[config.mk]
export PLATFORM = sky130hd
export DESIGN_NAME = irq_gate_ctrl
export DESIGN_NICKNAME = d
export VERILOG_FILES = /design/src/rtl/irqg_pkg.sv /design/src/rtl/irqg_regs.sv /design/src/rtl/irqg_pend.sv /design/src/rtl/irq_gate_ctrl.sv
export SDC_FILE = /design/constraint.sdc
export NUM_CORES = 2
export LEC_CHECK = 0
export BUFFER_PORTS_ARGS = -buffer_cell sky130_fd_sc_hd__buf_2
export CAP_MARGIN = 5
export CELL_PAD_IN_SITES_DETAIL_PLACEMENT = 0
export CELL_PAD_IN_SITES_GLOBAL_PLACEMENT = 1
export CORE_UTILIZATION = 45
export CTS_CLUSTER_SIZE = 40
export DETAILED_ROUTE_END_ITERATION = 6
export PLACE_DENSITY = 0.91
export SYNTH_ARGS = -nofsm -noshare
export SYNTH_HDL_FRONTEND = slang
export SYNTH_SLANG_ARGS = --single-unit
[constraint.sdc]
create_clock -name clk -period 3.5 [get_ports clk]
set_clock_uncertainty 0.2 [all_clocks]
set_input_delay 0.175 -clock clk [delete_from_list [all_inputs] [get_ports clk]]
set_output_delay 0.175 -clock clk [all_outputs]
set_load 0.01 [all_outputs]
[src/rtl/irqg_pkg.sv]
`timescale 1ns/1ps
package irqg_pkg;
   localparam int OFS_CTRL     = 'h000;
   localparam int OFS_EN_SET   = 'h030;
   localparam int OFS_EN_CLR   = 'h034;
   localparam int OFS_ACK      = 'h044;
   localparam int OFS_MSK_SET  = 'h048;
   localparam int OFS_MSK_CLR  = 'h04C;
   localparam int OFS_ROUTE    = 'h100;
   localparam int FIQ_ROUTE_LSB = 8;
   localparam int ACK_W        = 10;
   localparam int ACK_NONE     = 1023;
   localparam int PERCPU_LAST  = 28;

   typedef enum logic {
      RGN_SHARED = 1'b0,
      RGN_CPU    = 1'b1
   } region_e;
endpackage

[src/rtl/irqg_regs.sv]
`timescale 1ns/1ps
module irqg_regs
   import irqg_pkg::*;
#(
   parameter int NUM_SRC = 64,
   parameter int NUM_CPU = 2,
   parameter int CPU_W   = 1,
   parameter int ADDR_W  = 12,
   parameter int DATA_W  = 32
) (
   input  logic                              clk,
   input  logic                              rst_n,
   input  logic                              wr,
   input  logic                              region,
   input  logic [CPU_W-1:0]                  cpu,
   input  logic [ADDR_W-1:0]                 addr,
   input  logic [DATA_W-1:0]                 wdata,
   output logic [NUM_SRC-1:0]                gen_en,
   output logic [NUM_CPU-1:0][NUM_SRC-1:0]   cpu_mask,
   output logic [NUM_SRC-1:0][NUM_CPU-1:0]   rt_irq,
   output logic [NUM_SRC-1:0][NUM_CPU-1:0]   rt_fiq,
   output logic                              rt_hit,
   output logic [DATA_W-1:0]                 rt_word
);
   localparam int IDX_W   = (NUM_SRC > 1) ? $clog2(NUM_SRC) : 1;
   localparam int RT_TOP  = OFS_ROUTE + 4 * NUM_SRC;

   logic             num_ok, cpu_ok, is_shared, is_cpu;
   logic [IDX_W-1:0] idx, rt_idx;
   logic [ADDR_W-1:0] rt_off;
   logic             w_en_set, w_en_clr, w_msk_set, w_msk_clr, w_rt;

   always_comb begin
      num_ok    = (wdata < DATA_W'(NUM_SRC));
      idx       = wdata[IDX_W-1:0];
      cpu_ok    = (32'(cpu) < 32'(NUM_CPU));
      is_shared = (region == RGN_SHARED);
      is_cpu    = (region == RGN_CPU);
      rt_off    = addr - ADDR_W'(OFS_ROUTE);
      rt_idx    = rt_off[IDX_W+1:2];
      rt_hit    = is_shared && (32'(addr) >= OFS_ROUTE) && (32'(addr) < RT_TOP)
                  && (addr[1:0] == 2'b00);
      w_en_set  = wr && is_shared && (32'(addr) == OFS_EN_SET) && num_ok;
      w_en_clr  = wr && is_shared && (32'(addr) == OFS_EN_CLR) && num_ok;
      w_msk_set = wr && is_cpu && cpu_ok && (32'(addr) == OFS_MSK_SET) && num_ok;
      w_msk_clr = wr && is_cpu && cpu_ok && (32'(addr) == OFS_MSK_CLR) && num_ok;
      w_rt      = wr && rt_hit;
      rt_word   = '0;
      rt_word[NUM_CPU-1:0] = rt_irq[rt_idx];
      rt_word[FIQ_ROUTE_LSB +: NUM_CPU] = rt_fiq[rt_idx];
   end

   always_ff @(posedge clk) begin
      if (!rst_n) begin
         gen_en   <= '0;
         cpu_mask <= '1;
         rt_irq   <= '0;
         rt_fiq   <= '0;
      end else begin
         if (w_en_set)  gen_en[idx] <= 1'b1;
         if (w_en_clr)  gen_en[idx] <= 1'b0;
         if (w_msk_set) cpu_mask[cpu][idx] <= 1'b1;
         if (w_msk_clr) cpu_mask[cpu][idx] <= 1'b0;
         if (w_rt) begin
            rt_irq[rt_idx] <= wdata[NUM_CPU-1:0];
            rt_fiq[rt_idx] <= wdata[FIQ_ROUTE_LSB +: NUM_CPU];
         end
      end
   end

   // Assertions next to the gate storage
   assert_en_set_R2: assert property (@(posedge clk) disable iff (!rst_n)
      w_en_set |=> gen_en[$past(idx)]);
   assert_en_clr_R2: assert property (@(posedge clk) disable iff (!rst_n)
      w_en_clr |=> !gen_en[$past(idx)]);
   assert_mask_clr_R3: assert property (@(posedge clk) disable iff (!rst_n)
      w_msk_clr |=> !cpu_mask[$past(cpu)][$past(idx)]);
   assert_oor_ignored_R8: assert property (@(posedge clk) disable iff (!rst_n)
      (wr && !num_ok && !rt_hit) |=> ($stable(gen_en) && $stable(cpu_mask)));
endmodule

[src/rtl/irqg_pend.sv]
`timescale 1ns/1ps
module irqg_pend
   import irqg_pkg::*;
#(
   parameter int NUM_SRC = 64
) (
   input  logic               clk,
   input  logic               rst_n,
   input  logic [NUM_SRC-1:0] lvl,
   input  logic [NUM_SRC-1:0] gen_en,
   input  logic [NUM_SRC-1:0] mask,
   input  logic [NUM_SRC-1:0] routed,
   output logic [ACK_W-1:0]   ack_num,
   output logic               irq_q
);
   logic [NUM_SRC-1:0] pend;

   for (genvar i = 0; i < NUM_SRC; i++) begin : g_gate
      if (i <= PERCPU_LAST) begin : g_local
         assign pend[i] = lvl[i] && gen_en[i] && !mask[i];
      end else begin : g_shared
         assign pend[i] = lvl[i] && gen_en[i] && !mask[i] && routed[i];
      end
   end

   always_comb begin
      ack_num = ACK_W'(ACK_NONE);
      for (int i = NUM_SRC - 1; i >= 0; i--) begin
         if (pend[i]) ack_num = ACK_W'(i);
      end
   end

   always_ff @(posedge clk) begin
      if (!rst_n) irq_q <= 1'b0;
      else        irq_q <= |pend;
   end

   assert_irq_follows_R9: assert property (@(posedge clk) disable iff (!rst_n)
      irq_q |-> $past(|pend));
   assert_ack_pending_R6: assert property (@(posedge clk) disable iff (!rst_n)
      (32'(ack_num) < NUM_SRC) |-> pend[ack_num]);
   assert_ack_routed_R5: assert property (@(posedge clk) disable iff (!rst_n)
      ((32'(ack_num) > PERCPU_LAST) && (32'(ack_num) < NUM_SRC)) |-> routed[ack_num]);
endmodule

[src/rtl/irq_gate_ctrl.sv]
`timescale 1ns/1ps
module irq_gate_ctrl
   import irqg_pkg::*;
#(
   parameter int NUM_SRC = 64,
   parameter int NUM_CPU = 2,
   parameter int ADDR_W  = 12,
   parameter int CPU_W   = (NUM_CPU > 1) ? $clog2(NUM_CPU) : 1
) (
   input  logic               clk,
   input  logic               rst_n,
   input  logic               bus_wr,
   input  logic               bus_rd,
   input  logic               bus_region,
   input  logic [CPU_W-1:0]   bus_cpu,
   input  logic [ADDR_W-1:0]  bus_addr,
   input  logic [31:0]        bus_wdata,
   output logic [31:0]        bus_rdata,
   input  logic [NUM_SRC-1:0] src_in,
   input  logic [NUM_CPU-1:0] ipi_sum,
   input  logic [NUM_CPU-1:0] msi_sum,
   output logic [NUM_CPU-1:0] irq_out
);
   localparam int DATA_W = 32;

   if (NUM_CPU < 1 || NUM_CPU > 4) begin : g_bad_cpu
      $error("NUM_CPU must be 1..4");
   end
   if (NUM_SRC < 3 || NUM_SRC > 1020) begin : g_bad_src
      $error("NUM_SRC must be 3..1020");
   end
   if (OFS_ROUTE + 4 * NUM_SRC > (1 << ADDR_W)) begin : g_bad_addr
      $error("ADDR_W too small for routing words");
   end

   logic [NUM_SRC-1:0]              gen_en;
   logic [NUM_CPU-1:0][NUM_SRC-1:0] cpu_mask;
   logic [NUM_SRC-1:0][NUM_CPU-1:0] rt_irq, rt_fiq;
   logic                            rt_hit;
   logic [DATA_W-1:0]               rt_word, rd_mux;
   logic [NUM_CPU-1:0][ACK_W-1:0]   ack_all;

   irqg_regs #(
      .NUM_SRC(NUM_SRC), .NUM_CPU(NUM_CPU), .CPU_W(CPU_W),
      .ADDR_W(ADDR_W), .DATA_W(DATA_W)
   ) i_regs (
      .clk(clk), .rst_n(rst_n), .wr(bus_wr), .region(bus_region),
      .cpu(bus_cpu), .addr(bus_addr), .wdata(bus_wdata),
      .gen_en(gen_en), .cpu_mask(cpu_mask), .rt_irq(rt_irq), .rt_fiq(rt_fiq),
      .rt_hit(rt_hit), .rt_word(rt_word)
   );

   for (genvar k = 0; k < NUM_CPU; k++) begin : g_cpu
      logic [NUM_SRC-1:0] lvl_k, routed_k;
      always_comb begin
         lvl_k    = src_in;
         lvl_k[0] = ipi_sum[k];
         lvl_k[1] = msi_sum[k];
         for (int i = 0; i < NUM_SRC; i++) routed_k[i] = rt_irq[i][k] || rt_fiq[i][k];
      end
      irqg_pend #(.NUM_SRC(NUM_SRC)) i_pend (
         .clk(clk), .rst_n(rst_n), .lvl(lvl_k), .gen_en(gen_en),
         .mask(cpu_mask[k]), .routed(routed_k),
         .ack_num(ack_all[k]), .irq_q(irq_out[k])
      );
   end

   always_comb begin
      rd_mux = '0;
      if (bus_region == RGN_SHARED) begin
         if (32'(bus_addr) == OFS_CTRL) rd_mux[11:2] = 10'(NUM_SRC);
         else if (rt_hit)               rd_mux = rt_word;
      end else if (32'(bus_addr) == OFS_ACK) begin
         if (32'(bus_cpu) < NUM_CPU) rd_mux[ACK_W-1:0] = ack_all[bus_cpu];
         else                        rd_mux[ACK_W-1:0] = ACK_W'(ACK_NONE);
      end
   end

   always_ff @(posedge clk) begin
      if (!rst_n)      bus_rdata <= '0;
      else if (bus_rd) bus_rdata <= rd_mux;
   end

   assert_rdata_hold_R9: assert property (@(posedge clk) disable iff (!rst_n)
      !$past(bus_rd) |-> $stable(bus_rdata));
endmodule

==> impl_metrics.tcl <==
set metrics [dict create \
    path_clk_slew_ns 0.06 \
    cts_root_buf "clkbuf_16" \
    slew_headroom_pct 22.46 \
    cts_tree "built" \
    syn_area_sq_um 22790 \
    first_pass_iters 7 \
    violations "design-rule violations" \
    yosysSeqAreaShare_pct 40.33 \
    fp-row-count 82 \
    syn2layout_area_growth_pct 12.75 \
    fin_tns_setup_ns 0 \
    synth_most_common_cell "dfxtp_1" \
    period_share_pct 91.96 \
    drt_wl_total_microns 83350 \
    hold_viol_final 0 \
    grt_pass1_wl_microns 126000 \
    period_needed_ns 3.219 \
    nNetsFinal 3129 \
    grt_pass1_vias 21820 \
    drive_above_1_share_pct 12.45 \
    portBuffers 127 \
    final_cells 3725 \
    avgSynthCellArea_sq_um 7.638 \
    slew_violations 0 \
    status "finished, violations left" \
    power_density_nw_per_um2 443.1 \
    die-height_microns 227.0 \
    die_x_microns 227.0 \
    cts_made_buffers 50 \
    yosys.area.top_type "dfxtp_1" \
    min_path_type "input port to register" \
    synth_ff_type "dfxtp_1" \
    dp_hpwl_microns 55150 \
    grt-ovfl-total 0 \
    synth.distinct_cells 77 \
    drcViolationCount 8 \
    clock_latency_ns 0.63 \
    clk_path_buf_depth 3 \
    antenna_found_initial 0 \
    rsz0062_at_grt "no" \
    postSynth.asyncResetShare_pct 0 \
    path_cells "dlygate4sd3_1 -> buf_2 -> buf_4 -> nor3b_2 -> nand2_2 -> nor3_2 -> buf_4 -> nand3_1 -> a211oi_1 -> dlygate4sd3_1 -> nand2_1 -> o31ai_1" \
    initial_core_util_pct 45.51 \
    fmax_ghz 0.3107 \
    fill_cells 4853 \
    cp_slowest_cell "dlygate4sd3_1" \
    yosys-top-cells-area "dfxtp_1 (40%), a21oi_1 (9.9%), nor2_1 (7.3%)" \
    critical_path.max_fanout 31 \
    grt_usage_pct 31.75 \
    setup_viol 0 \
    dp_cells 3617 \
    crit_path_max_incr_delay_ns 0.61 \
    h-tree-depth 2 \
    multi_input_area_sq_um 12550 \
    tightest_slew_ns 1.163 \
    die_area_sq_um 51540 \
    grt_max_degree 262 \
    syn_inst 2983 \
    regArea_sq_um 9189 \
    drt_iter0_markers 3050 \
    synth_edf_count 0 \
    core_region_area_sq_um 50070 \
    ir_worst_vdd_mv 0.4428 \
    whs_ns 0.03494 \
    ant_nets 0 \
    path_class "input port to register" \
    avgRoutedWirePerCell_microns 22.38 \
    synth_commonest_cells "dfxtp_1 (459), a21oi_1 (452), nor2_1 (446), nand2_1 (407), o21ai_0 (296)" \
    p_leak_nw 8.384 \
    end_kind "register" \
    cts_sinks 459 \
    via_per_inst 6.279 \
    vias 23390 \
    worstPathArrival_ns 3.57 \
    ys_warn_count 0 \
    cts_setup_buffers 0 \
    ys_seq_elements 459 \
    synth_top_area_share_pct 40.33 \
    gp_congestion 0.9640 \
    critPathRequiredTime_ns 3.85 \
    startpoint_type "input port" \
    maxCapViolations 0 \
    io_pins 152 \
]
[placed cells by master (no fill, tap or decap), types with 6 or more instances in the layout]
master           n
a21oi_1        452
a31oi_1          8
nor4_1          17
o22ai_1         15
nand3_1        129
buf_12           6
or2_2            7
clkbuf_1         9
buf_2          124
dlygate4sd3_1   14
clkinv_2        10
o21ai_0        296
o21ai_1         60
clkbuf_16       50
clkbuf_8        16
mux2i_1         27
o31ai_1          6
nor2b_1         14
and2_1           7
nor2_1         444
and3_1           6
nand2_1        406
mux4_2          71
or3_1           13
o32ai_1         22
nor3_1          61
a211oi_1        13
dfxtp_1        459
nand3b_1        39
and3b_1          7
inv_1           12
buf_4           60
conb_1          22
o211ai_1        30
nand2b_1         9
nand4_1         10
[report_power, final]
group	internal (mW)	leakage, nW	switching, mW	total [mW]
sequential	5.22	3.70	0.000756	5.22
clock	3.21	0.854	2.34	5.55
combinational	0.162	3.83	0.443	0.604
[through the flow]
step / power [mW] / util, % / setup slack [ns] / cell area, sq um
floorplan: 5.691 / - / 0.8880 / 22860
global placement: 5.906 / 47.58 / 0.4212 / 23820
detailed placement: 5.914 / 47.58 / 0.3901 / 23820
CTS: 11.39 / 51.29 / 0.2637 / 25680
global route: 11.65 / 51.31 / 0.09686 / 25690
finish: 11.38 / 51.31 / 0.2815 / 25690
[cell families after synthesis]
group	Yosys count	synth area share [%]
AO/OA/AOI/OAI	952	22.78
multiplexers	100	8.303
buffers and inverters	263	5.068
AND/OR/NAND/NOR	1208	23.50
flip-flops	459	40.33
other	1	0.01646
[worst max-delay path: cells and delay by family]
kind / cells / cell delay, ns
buffers and inverters: 5 / 1.77
and+or+nand+nor: 5 / 1.02
AOI/OAI and AO/OA: 2 / 0.57
[repair_timing]
action,4_1_cts,5_1_grt
hold endpoints to repair,42,0
endpoints found under the setup margin,0,1
hold buffers,14,0
gates resized for setup,0,2
[flip-flops by register name, summed over array words and instances, names as in the netlist]
name,cells
i_regs.rt_fiq,128
g_cpu.i_pend.irq_q,2
i_regs.cpu_mask,128
i_regs.rt_irq,128
i_regs.gen_en,64
bus_rdata,9
[layout make-up]
type / instances / share of cell area, %
timing repair buffer: 204 / 5.182
clock buffer: 75 / 5.859
antenna: 1 / 0.009740
tap: 672 / 3.273
multi-input combinational: 2282 / 48.86
sequential: 459 / 35.77
clock inverter: 18 / 0.8279
inverter: 14 / 0.2240
[layer usage]
| layer | GRT usage (%) | wire (microns) | vias to the layer above | share of wire, % |
|---|---|---|---|---|
| met5 | 0 | 0 | - | 0 |
| met4 | 14.42 | 3589 | 0 | 4.3 |
| met3 | 6.247 | 9162 | 247 | 11 |
| met2 | 51.28 | 38030 | 1441 | 46 |
| met1 | 40.99 | 32570 | 11090 | 39 |
| li1 | - | - | 10610 | - |
[final timing paths]
kind / startpoint / cells after the start / to / slack [ns]
min reg2reg: i_regs.rt_irq[25] / 2 / i_regs.rt_irq[25] / 0.26
min: src_in[17] / 6 / bus_rdata[1] / 0.03
max reg2reg: i_regs.rt_irq[78] / 8 / bus_rdata[8] / 0.45
max: bus_addr[5] / 12 / bus_rdata[0] / 0.28
No activity file was read; power rests on OpenSTA's default activity.
